`src/rtl/ofcb_pkg.sv`:
```
package ofcb_pkg;
  typedef enum logic {
    PAIR_SPLIT  = 1'b0,
    PAIR_JOINED = 1'b1
  } pair_mode_e;
endpackage

```
`src/rtl/ofcb_in_sync.sv`:
```
module ofcb_in_sync #(
  parameter int NUM_CH = 8
) (
  input  logic              clk_i,
  input  logic              rst_ni,
  input  logic [NUM_CH-1:0] pulse_ni,
  output logic [NUM_CH-1:0] fall_o
);
  logic [NUM_CH-1:0] s1_q, s2_q, s3_q;

  always_ff @(posedge clk_i or negedge rst_ni) begin
    if (!rst_ni) begin
      s1_q <= '1;
      s2_q <= '1;
      s3_q <= '1;
    end else begin
      s1_q <= pulse_ni;
      s2_q <= s1_q;
      s3_q <= s2_q;
    end
  end

  // asserted level is low: count on high-to-low of the synchronised line
  assign fall_o = s3_q & ~s2_q;

  AST_EDGE_SINGLE: assert property (@(posedge clk_i) disable iff (!rst_ni)
    (fall_o & $past(fall_o)) == '0);
endmodule

```
`src/rtl/ofcb_cnt_pair.sv`:
```
module ofcb_cnt_pair
  import ofcb_pkg::*;
#(
  parameter int CNT_W = 12
) (
  input  logic             clk_i,
  input  logic             rst_ni,
  input  pair_mode_e       mode_i,
  input  logic [1:0]       fall_i,
  input  logic             en_i,
  input  logic             incr_i,
  input  logic             clr_i,
  output logic [CNT_W-1:0] lo_o,
  output logic [CNT_W-1:0] hi_o,
  output logic             ovf_o
);
  localparam logic [CNT_W-1:0] CNT_MAX = '1;

  logic [CNT_W-1:0] lo_q, hi_q;
  logic lo_max, hi_max, inc_lo, inc_hi, joined;

  assign joined = (mode_i == PAIR_JOINED);
  assign lo_max = (lo_q == CNT_MAX);
  assign hi_max = (hi_q == CNT_MAX);
  assign inc_lo = incr_i | (fall_i[0] & en_i);
  assign inc_hi = joined ? (inc_lo & lo_max) : (incr_i | (fall_i[1] & en_i));

  always_comb begin
    if (clr_i)       ovf_o = 1'b0;
    else if (joined) ovf_o = inc_lo & lo_max & hi_max;
    else             ovf_o = (inc_lo & lo_max) | (inc_hi & hi_max);
  end

  always_ff @(posedge clk_i or negedge rst_ni) begin
    if (!rst_ni) begin
      lo_q <= '0;
      hi_q <= '0;
    end else if (clr_i) begin
      lo_q <= '0;
      hi_q <= '0;
    end else begin
      if (inc_lo) lo_q <= lo_q + 1'b1;
      if (inc_hi) hi_q <= hi_q + 1'b1;
    end
  end

  assign lo_o = lo_q;
  assign hi_o = hi_q;

  AST_SPLIT_STEP: assert property (@(posedge clk_i) disable iff (!rst_ni)
    (mode_i == PAIR_SPLIT && !clr_i) |=>
      (lo_q == $past(lo_q) || lo_q == CNT_W'($past(lo_q) + 1'b1)));
  AST_HOLD_WHEN_OFF: assert property (@(posedge clk_i) disable iff (!rst_ni)
    (!en_i && !incr_i && !clr_i) |=> ($stable(lo_q) && $stable(hi_q)));
  AST_JOIN_CARRY: assert property (@(posedge clk_i) disable iff (!rst_ni)
    (mode_i == PAIR_JOINED && !clr_i && !lo_max) |=> $stable(hi_q));
  AST_CLR_ZERO: assert property (@(posedge clk_i) disable iff (!rst_ni)
    clr_i |=> (lo_q == '0 && hi_q == '0));
endmodule

```
`src/rtl/ofcb_ctrl.sv`:
```
module ofcb_ctrl #(
  parameter int NUM_GRP = 4,
  parameter int GSEL_W  = 2
) (
  input  logic               clk_i,
  input  logic               rst_ni,
  input  logic [GSEL_W-1:0]  grp_sel_i,
  input  logic               grp_dis_i,
  input  logic               grp_en_all_i,
  input  logic               master_en_i,
  input  logic               clr_grp_i,
  input  logic               clr_all_i,
  input  logic               ovf_clr_i,
  input  logic               inhibit_i,
  input  logic               inhibit_en_i,
  input  logic               frz_line_i,
  input  logic               ovf_any_i,
  output logic [NUM_GRP-1:0] cnt_en_o,
  output logic [NUM_GRP-1:0] grp_en_o,
  output logic               master_o,
  output logic               flag_o
);
  logic [NUM_GRP-1:0] grp_q;
  logic master_q, flag_q, inh_act;

  assign inh_act = inhibit_i & inhibit_en_i;

  always_ff @(posedge clk_i or negedge rst_ni) begin
    if (!rst_ni) begin
      master_q <= 1'b1;
      flag_q   <= 1'b0;
    end else begin
      // freeze wins over re-enable
      if (ovf_any_i || frz_line_i) master_q <= 1'b0;
      else if (master_en_i)        master_q <= 1'b1;
      // a new overflow wins over any clear
      if (ovf_any_i)                                flag_q <= 1'b1;
      else if (clr_all_i || clr_grp_i || ovf_clr_i) flag_q <= 1'b0;
    end
  end

  for (genvar g = 0; g < NUM_GRP; g++) begin : g_grp
    always_ff @(posedge clk_i or negedge rst_ni) begin
      if (!rst_ni)                                         grp_q[g] <= 1'b1;
      else if (grp_dis_i && grp_sel_i == GSEL_W'(g))        grp_q[g] <= 1'b0;
      else if (grp_en_all_i)                               grp_q[g] <= 1'b1;
    end
    assign cnt_en_o[g] = master_q & grp_q[g] & ~inh_act;
  end

  assign grp_en_o = grp_q;
  assign master_o = master_q;
  assign flag_o   = flag_q;

  AST_OVF_STOPS_MASTER: assert property (@(posedge clk_i) disable iff (!rst_ni)
    ovf_any_i |=> !master_q);
  AST_OVF_SETS_FLAG: assert property (@(posedge clk_i) disable iff (!rst_ni)
    ovf_any_i |=> flag_q);
  AST_FRZ_LINE: assert property (@(posedge clk_i) disable iff (!rst_ni)
    frz_line_i |=> !master_q);
  AST_MASTER_SET: assert property (@(posedge clk_i) disable iff (!rst_ni)
    (master_en_i && !ovf_any_i && !frz_line_i) |=> master_q);
endmodule

```
`src/rtl/ofcb_top.sv`:
```
module ofcb_top
  import ofcb_pkg::*;
#(
  parameter  int NUM_CH  = 8,
  parameter  int CNT_W   = 12,
  localparam int NUM_GRP = NUM_CH / 2,
  localparam int GSEL_W  = (NUM_GRP > 1) ? $clog2(NUM_GRP) : 1
) (
  input  logic                 clk_i,
  input  logic                 rst_ni,
  input  logic [NUM_CH-1:0]    pulse_ni,
  input  logic                 wide_mode_i,
  input  logic [GSEL_W-1:0]    grp_sel_i,
  input  logic                 grp_dis_i,
  input  logic                 grp_en_all_i,
  input  logic                 master_en_i,
  input  logic                 clr_grp_i,
  input  logic                 clr_all_i,
  input  logic                 ovf_clr_i,
  input  logic                 incr_all_i,
  input  logic                 inhibit_i,
  input  logic                 inhibit_en_i,
  input  logic                 frz_line_i,
  output logic [2*CNT_W-1:0]   rd_data_o,
  output logic [NUM_GRP-1:0]   grp_en_o,
  output logic                 master_en_o,
  output logic                 ovf_flag_o,
  output logic                 frz_drive_o
);
  logic [NUM_CH-1:0]  fall;
  logic [NUM_GRP-1:0] cnt_en, pair_ovf;
  logic [2*CNT_W-1:0] pair_data [NUM_GRP];
  logic               ovf_any;
  pair_mode_e         mode;

  assign mode    = pair_mode_e'(wide_mode_i);
  assign ovf_any = |pair_ovf;

  ofcb_in_sync #(.NUM_CH(NUM_CH)) u_sync (
    .clk_i    (clk_i),
    .rst_ni   (rst_ni),
    .pulse_ni (pulse_ni),
    .fall_o   (fall)
  );

  ofcb_ctrl #(.NUM_GRP(NUM_GRP), .GSEL_W(GSEL_W)) u_ctrl (
    .clk_i        (clk_i),
    .rst_ni       (rst_ni),
    .grp_sel_i    (grp_sel_i),
    .grp_dis_i    (grp_dis_i),
    .grp_en_all_i (grp_en_all_i),
    .master_en_i  (master_en_i),
    .clr_grp_i    (clr_grp_i),
    .clr_all_i    (clr_all_i),
    .ovf_clr_i    (ovf_clr_i),
    .inhibit_i    (inhibit_i),
    .inhibit_en_i (inhibit_en_i),
    .frz_line_i   (frz_line_i),
    .ovf_any_i    (ovf_any),
    .cnt_en_o     (cnt_en),
    .grp_en_o     (grp_en_o),
    .master_o     (master_en_o),
    .flag_o       (ovf_flag_o)
  );

  for (genvar g = 0; g < NUM_GRP; g++) begin : g_pair
    logic clr_pair;
    logic [CNT_W-1:0] lo, hi;
    assign clr_pair = clr_all_i | (clr_grp_i & (grp_sel_i == GSEL_W'(g)));

    ofcb_cnt_pair #(.CNT_W(CNT_W)) u_pair (
      .clk_i  (clk_i),
      .rst_ni (rst_ni),
      .mode_i (mode),
      .fall_i (fall[2*g+1:2*g]),
      .en_i   (cnt_en[g]),
      .incr_i (incr_all_i),
      .clr_i  (clr_pair),
      .lo_o   (lo),
      .hi_o   (hi),
      .ovf_o  (pair_ovf[g])
    );
    assign pair_data[g] = {hi, lo};
  end

  assign rd_data_o   = pair_data[grp_sel_i];
  assign frz_drive_o = ovf_any;

  AST_FREEZE_HOLD: assert property (@(posedge clk_i) disable iff (!rst_ni)
    (frz_drive_o && !master_en_i) |=> !master_en_o);
endmodule

```
`config.mk`:
```
export PLATFORM = sky130hd
export DESIGN_NAME = ofcb_top
export DESIGN_NICKNAME = d
export VERILOG_FILES = /design/src/rtl/ofcb_pkg.sv /design/src/rtl/ofcb_in_sync.sv /design/src/rtl/ofcb_cnt_pair.sv /design/src/rtl/ofcb_ctrl.sv /design/src/rtl/ofcb_top.sv
export SDC_FILE = /design/constraint.sdc
export NUM_CORES = 1
export LEC_CHECK = 0
export BUFFER_PORTS_ARGS = -buffer_cell sky130_fd_sc_hd__buf_4
export CAP_MARGIN = 20
export CORE_MARGIN = 4
export CORE_UTILIZATION = 29
export DETAILED_ROUTE_END_ITERATION = 10
export GPL_TIMING_DRIVEN = 0
export MAX_ROUTING_LAYER = met4
export SKIP_CTS_REPAIR_TIMING = 1
export SLEW_MARGIN = 20
export SYNTH_ARGS = -nofsm -noshare
export SYNTH_HDL_FRONTEND = slang
export SYNTH_SLANG_ARGS = --single-unit
export TNS_END_PERCENT = 20
```
`constraint.sdc`:
```
create_clock -name clk_i -period 2.67 [get_ports clk_i]
set_input_delay 0.534 -clock clk_i [delete_from_list [all_inputs] [get_ports clk_i]]
set_output_delay 0.534 -clock clk_i [all_outputs]
set_load 0.03 [all_outputs]
```
After elaboration in Yosys (flattened, before gate mapping)
Index checks and enable logic that the tools add are counted.
Word-level totals
  bits in registers: 126
  bits in latches: 0
  memory bits (writable): 0
  bits in read-only memories: 0
  bits of input ports: 23
  word-level logic and storage cells: 153
  memories: 0
Cells by class
  $add $sub $neg: 8
  multipliers: 0
  div/mod/pow operators: 0
  $lt $le $gt $ge: 1
  equal/unequal tests: 11
  shift operators: 0
  multiplexer cells: 40
  bitwise logic cells: 53
  reduce and logical (&&, ||, !) cells: 23
Operator list (count)
  $mux W12: 16
  $add A12 B1 Y12 const B: 8
  $eq A12 B12 Y1 const B: 8
  $bmux W24 S2: 1
  $mux W24: 2
  $and A1 B1 Y1: 33
  $reduce_bool A2 Y1: 14
  $mux W1: 21
  $or A1 B1 Y1: 16
  $and A8 B8 Y8: 1
  $not A8 Y8: 1
  $eq A2 B2 Y1 const B: 2
  $logic_and A1 B1 Y1: 4
  $reduce_or A4 Y1: 1
  $ge A3 B3 Y1 const B: 1
  $logic_or A1 B1 Y1: 3
  $not A2 Y3: 1
  $eq A2 B1 Y1 const B: 1
  $logic_not A2 Y1: 1
  $not A1 Y1: 1

Longest topological paths before layout
  depth after elaboration: 14
  gate-level depth with buffers: 8
  mapped depth without buffers: 6

Modules after synthesis
Synthesis repeated with hierarchy kept, for this count alone.
Second synthesis, totals
  cell total of the unflattened synthesis: 780
  area total of the unflattened synthesis: 7731.2 µm²
Modules (own cells, without submodules)
  ofcb_cnt_pair: instances 4, cells each 172, area an instance 1514.0 µm², sequential area each 600.6 µm²
  ofcb_in_sync: instances 1, cells each 32, area an instance 740.7 µm², sequential area each 630.6 µm²
  ofcb_top: instances 1, cells each 37, area an instance 674.4 µm², sequential area each 0.0 µm²
  ofcb_ctrl: instances 1, cells each 23, area an instance 260.2 µm², sequential area each 156.4 µm²

Least setup slack after synthesis
No wires, ideal clock.
  kind: input to output
  start: in grp_sel_i[0]
  end: out rd_data_o[15]
  data arrival time: 1.936 ns
  path slack: 0.200 ns
  cell stages on the path: 3
  buffers on the path: 2
  cells stage by stage: buf_2 -> buf_1 -> mux4_2
On the way
  longest elaborated chain between the ends: 4
Ends and longest elaborated chain
  from (decl): RTL line ofcb_top.sv:13  | input logic [GSEL_W-1:0] grp_sel_i,
  $not A2 Y3 (not written as such): RTL line ofcb_top.sv:86  | assign rd_data_o = pair_data[grp_sel_i];
  $bmux W24 S2: RTL line ofcb_top.sv:86
  $mux W24 (not written as such) (2 in a row): RTL line ofcb_top.sv:86
  to (decl): RTL line ofcb_top.sv:24  | output logic [2*CNT_W-1:0] rd_data_o,
Every way passes these cells. The select of a mux whose other input is x is not followed.

Final worst setup path
  start: reg u_ctrl.master_q (netlist: u_ctrl.master_o)
  end: out frz_drive_o
On the way
  longest elaborated chain between the ends: 11
  elaborated cells on any way between the ends: 53
Ends and longest elaborated chain
  from (decl): RTL line ofcb_ctrl.sv:24  | logic master_q, flag_q, inh_act;
  from (signal assigned): RTL line ofcb_ctrl.sv:30  | master_q <= 1'b1;
  from (signal assigned): RTL line ofcb_ctrl.sv:34  | if (ovf_any_i || frz_line_i) master_q <= 1'b0;
  from (signal assigned): RTL line ofcb_ctrl.sv:35  | else if (master_en_i) master_q <= 1'b1;
  $and A1 B1 Y1 (2 in a row): RTL line ofcb_ctrl.sv:48  | assign cnt_en_o[g] = master_q & grp_q[g] & ~inh_act;
  $and A1 B1 Y1: RTL line ofcb_cnt_pair.sv:25  | assign inc_lo = incr_i | (fall_i[0] & en_i);
  $or A1 B1 Y1: RTL line ofcb_cnt_pair.sv:25
  $and A1 B1 Y1: RTL line ofcb_cnt_pair.sv:26, ofcb_cnt_pair.sv:30, ofcb_cnt_pair.sv:31
  $mux W1: RTL line ofcb_cnt_pair.sv:26  | assign inc_hi = joined ? (inc_lo & lo_max) : (incr_i | (fall_i[1] & en_i));
  $and A1 B1 Y1: RTL line ofcb_cnt_pair.sv:31  | else ovf_o = (inc_lo & lo_max) | (inc_hi & hi_max);
  $or A1 B1 Y1: RTL line ofcb_cnt_pair.sv:31
  $mux W1: RTL line ofcb_cnt_pair.sv:30  | else if (joined) ovf_o = inc_lo & lo_max & hi_max;
  $mux W1: RTL line ofcb_cnt_pair.sv:29  | if (clr_i) ovf_o = 1'b0;
  $reduce_or A4 Y1 (*): RTL line ofcb_top.sv:37  | assign ovf_any = |pair_ovf;
  to (decl): RTL line ofcb_top.sv:28  | output logic frz_drive_o
Every way passes the cells marked *; elsewhere a longest branch is shown, timed or not.

==> run metrics <==
Place WS -332 ps; die area 26400 µm²; Cells after Synth 680; Max-cap violations 0; layout filler cell count between 2000 and 2500; die width 162 µm; vias per inst 5.42; failing checks negative setup slack; fmax 336 MHz; worst-path fanout max 7; Hold Vio Cnt, Final 0; DP HPWL 14.3 mm; DRT iter0 DRCs 509; Mapped Avg Cell Area 10.2 µm²; worst path cell trace a21boi_4 -> a41oi_4 -> nor4_4 -> a311oi_2 -> nand4_1 -> buf_6; Net Count, Synth about 710; commonest non-fill, non-tap cell in the layout dfrtp_1; Crit path required time 2140 ps; CP peak stage delay 550 ps; routed length per instance ~18 µm; count of different cell masters after synthesis 54; PwrDens 556 nW/µm²; register area share after synthesis 46.2%; core area 23500 µm²; row count 56; # setup viols final 1; register bit total from synthesis 126; Post-synth top flop dfrtp_1; worst min-delay path class input port to register; LEAKAGE 3.42 nW; setup_tns -309 ps; Initial Util 29.4%; share of layout cells above drive strength 1 24.9%; clock skew 10.5 ps; Multi-input gate area 3700 µm²; vias in the first global route 5722; CTS root buf clkbuf_16; GPL Wtd Cong 0.899; GRT overflow 0; Post-Route WL about 20 mm; Die Height 162 µm; IO Port Bufs 50; Worst path slowest cell dfstp_2; Mapped Area 6910 µm²; Post-synth ARST share 100%; delay-heaviest family, CP compound AO/OA/AOI/OAI gates; via count 5959; max-slew violation count 0; Register-to-Register Setup Slack 80 ps; most frequent cells in the layout dfrtp_1, buf_4, nand2_1, nor2_1, a21oi_1; unrepaired setup endpoints after global routing yes; Rel. slew slack 44.0%; post-layout min period roughly 3000 ps; CTS tree yes; post-route ant nets 0; pin count of the biggest net entering global routing 97; Pre-Repair DR Iteration Count 6; total track usage between 10% and 20%; global-route wire length before repair 31.6 mm; fin nets around 800; Worst-path clk slew about 60 ps; IO Pins 54; WP data arrival 2440 ps; CP bufs+invs 1; largest buffer count on any clock path 2; clock latency on the worst-skew pair 430 ps; Synth-to-Final Area Change 25.6%; EDFF count, synth 0; Storage cell area ~3200 µm²; Worst Setup End Kind primary output; antenna diode count 0; status complete, but fails checks; CTS H-tree depth 4; Sink Count 126; Final Worst Setup Slack -309 ps; Warnings, synthesis 0; Least-Margin Pin Slew 835 ps; Remaining DRCs 0; TritonCTS Buffers 17; fin crit share 112%; critical path startpoint category register; VDD IR max 0.000460 V; initial antenna violation count 0; crit path kind register to primary output
==> synth_stat cells (3+ instances only) <==
master / count / area, µm²
a21oi_1: 52 / 260
a311oi_1: 6 / 52.6
a31oi_1: 13 / 81.3
a41o_1: 5 / 50.1
a41oi_1: 3 / 26.3
and2_1: 9 / 56.3
and3_1: 18 / 113
and4_1: 8 / 70.1
buf_2: 4 / 20.0
clkbuf_1: 28 / 105
dfrtp_1: 97 / 2430
dfstp_2: 29 / 762
ha_1: 8 / 100
inv_1: 16 / 60.1
mux2i_1: 3 / 30.0
mux4_2: 23 / 518
nand2_1: 55 / 206
nand2b_1: 3 / 18.8
nand3_1: 25 / 125
nand4_1: 35 / 219
nor2_1: 54 / 203
nor2b_1: 3 / 18.8
nor3_1: 3 / 15.0
nor4_1: 10 / 62.6
o21a_1: 3 / 22.5
o21ai_0: 20 / 100
o22ai_1: 3 / 18.8
o31ai_1: 30 / 225
or3_1: 15 / 93.8
or4_1: 32 / 240
xnor2_1: 13 / 114
xor2_1: 24 / 210
==> sequential cells by signal, indices dropped and copies added, names as in the netlist <==
register            cells
g_pair.u_pair.hi_o     48
g_pair.u_pair.lo_o     48
u_sync.s1_q             8
u_sync.s2_q             8
u_sync.s3_q             8
u_ctrl.grp_en_o         4
u_ctrl.flag_o           1
u_ctrl.master_o         1
==> final cells by class <==
class | count | share of cell area [%]
buffer | 35 | 1.84
clock buffer | 22 | 6.10
clock inverter | 10 | 0.980
timing repair buffer | 68 | 6.36
sequential | 126 | 36.8
multi-input combinational | 503 | 42.6
tap | 319 | 4.60
inverter | 16 | 0.692
==> per-stage QoR <==
step	power, mW	cells	hold WS, ps	cell area [µm²]	util (%)
final	4.83	1099	209	8680	37.0
after global routing	4.98	1099	198	8680	37.0
after floorplan	2.26	680	238	6910	-
after global placement	2.43	1049	346	7680	32.7
after CTS	4.80	1082	-35.7	8340	35.5
after detailed placement	2.44	1050	347	7720	32.9
==> where the power goes <==
| group | total [mW] | switching [mW] | internal (mW) |
|---|---|---|---|
| Sequential | 2.03 | 0.0514 | 1.97 |
| Clock | 2.37 | 0.939 | 1.43 |
| Combinational | 0.431 | 0.280 | 0.152 |
| Total | 4.83 | 1.27 | 3.56 |
==> metal layers <==
metal  vias to the layer above  track usage, %  share of wire [%]
li1                       2786               -                  -
met1                      2968            21.5                 45
met2                       178            23.4                 47
met3                        27            2.66                5.5
met4                         0            5.38                2.3
met5                         -               -                  0
==> worst paths after layout <==
kind | startpoint | to | cells after the start
setup / recovery | u_ctrl.master_o | frz_drive_o | 6
hold / removal | pulse_ni[6] | u_sync.s1_q[6] | 1
setup reg to reg | u_ctrl.master_o | g_pair[0].u_pair.hi_o[4] | 8
hold reg to reg | u_sync.s1_q[5] | u_sync.s2_q[5] | 0
max in group asynchronous | rst_ni | g_pair[0].u_pair.hi_o[0] | 3
min in group asynchronous | rst_ni | g_pair[0].u_pair.lo_o[8] | 2
==> cells by family after synthesis <==
kind of cell | synth area share, %
AO/OA/AOI/OAI | 13.7
XOR/XNOR | 4.69
adder cells (fa/ha/maj) | 1.45
buffers and inverters | 2.95
flip-flops | 46.2
multiplexers | 8.31
AND/OR/NAND/NOR | 22.7
==> worst reg2reg max path, cell delays in order, from the launching register on <==
cell and delay (ps):
dfstp_2 550, a21boi_4 380, a41oi_4 240, buf_4 200, o21a_1 210, clkbuf_1 200
clkbuf_1 260, o31ai_1 300, a21oi_1 100
Power figures use the tool's default switching activity.
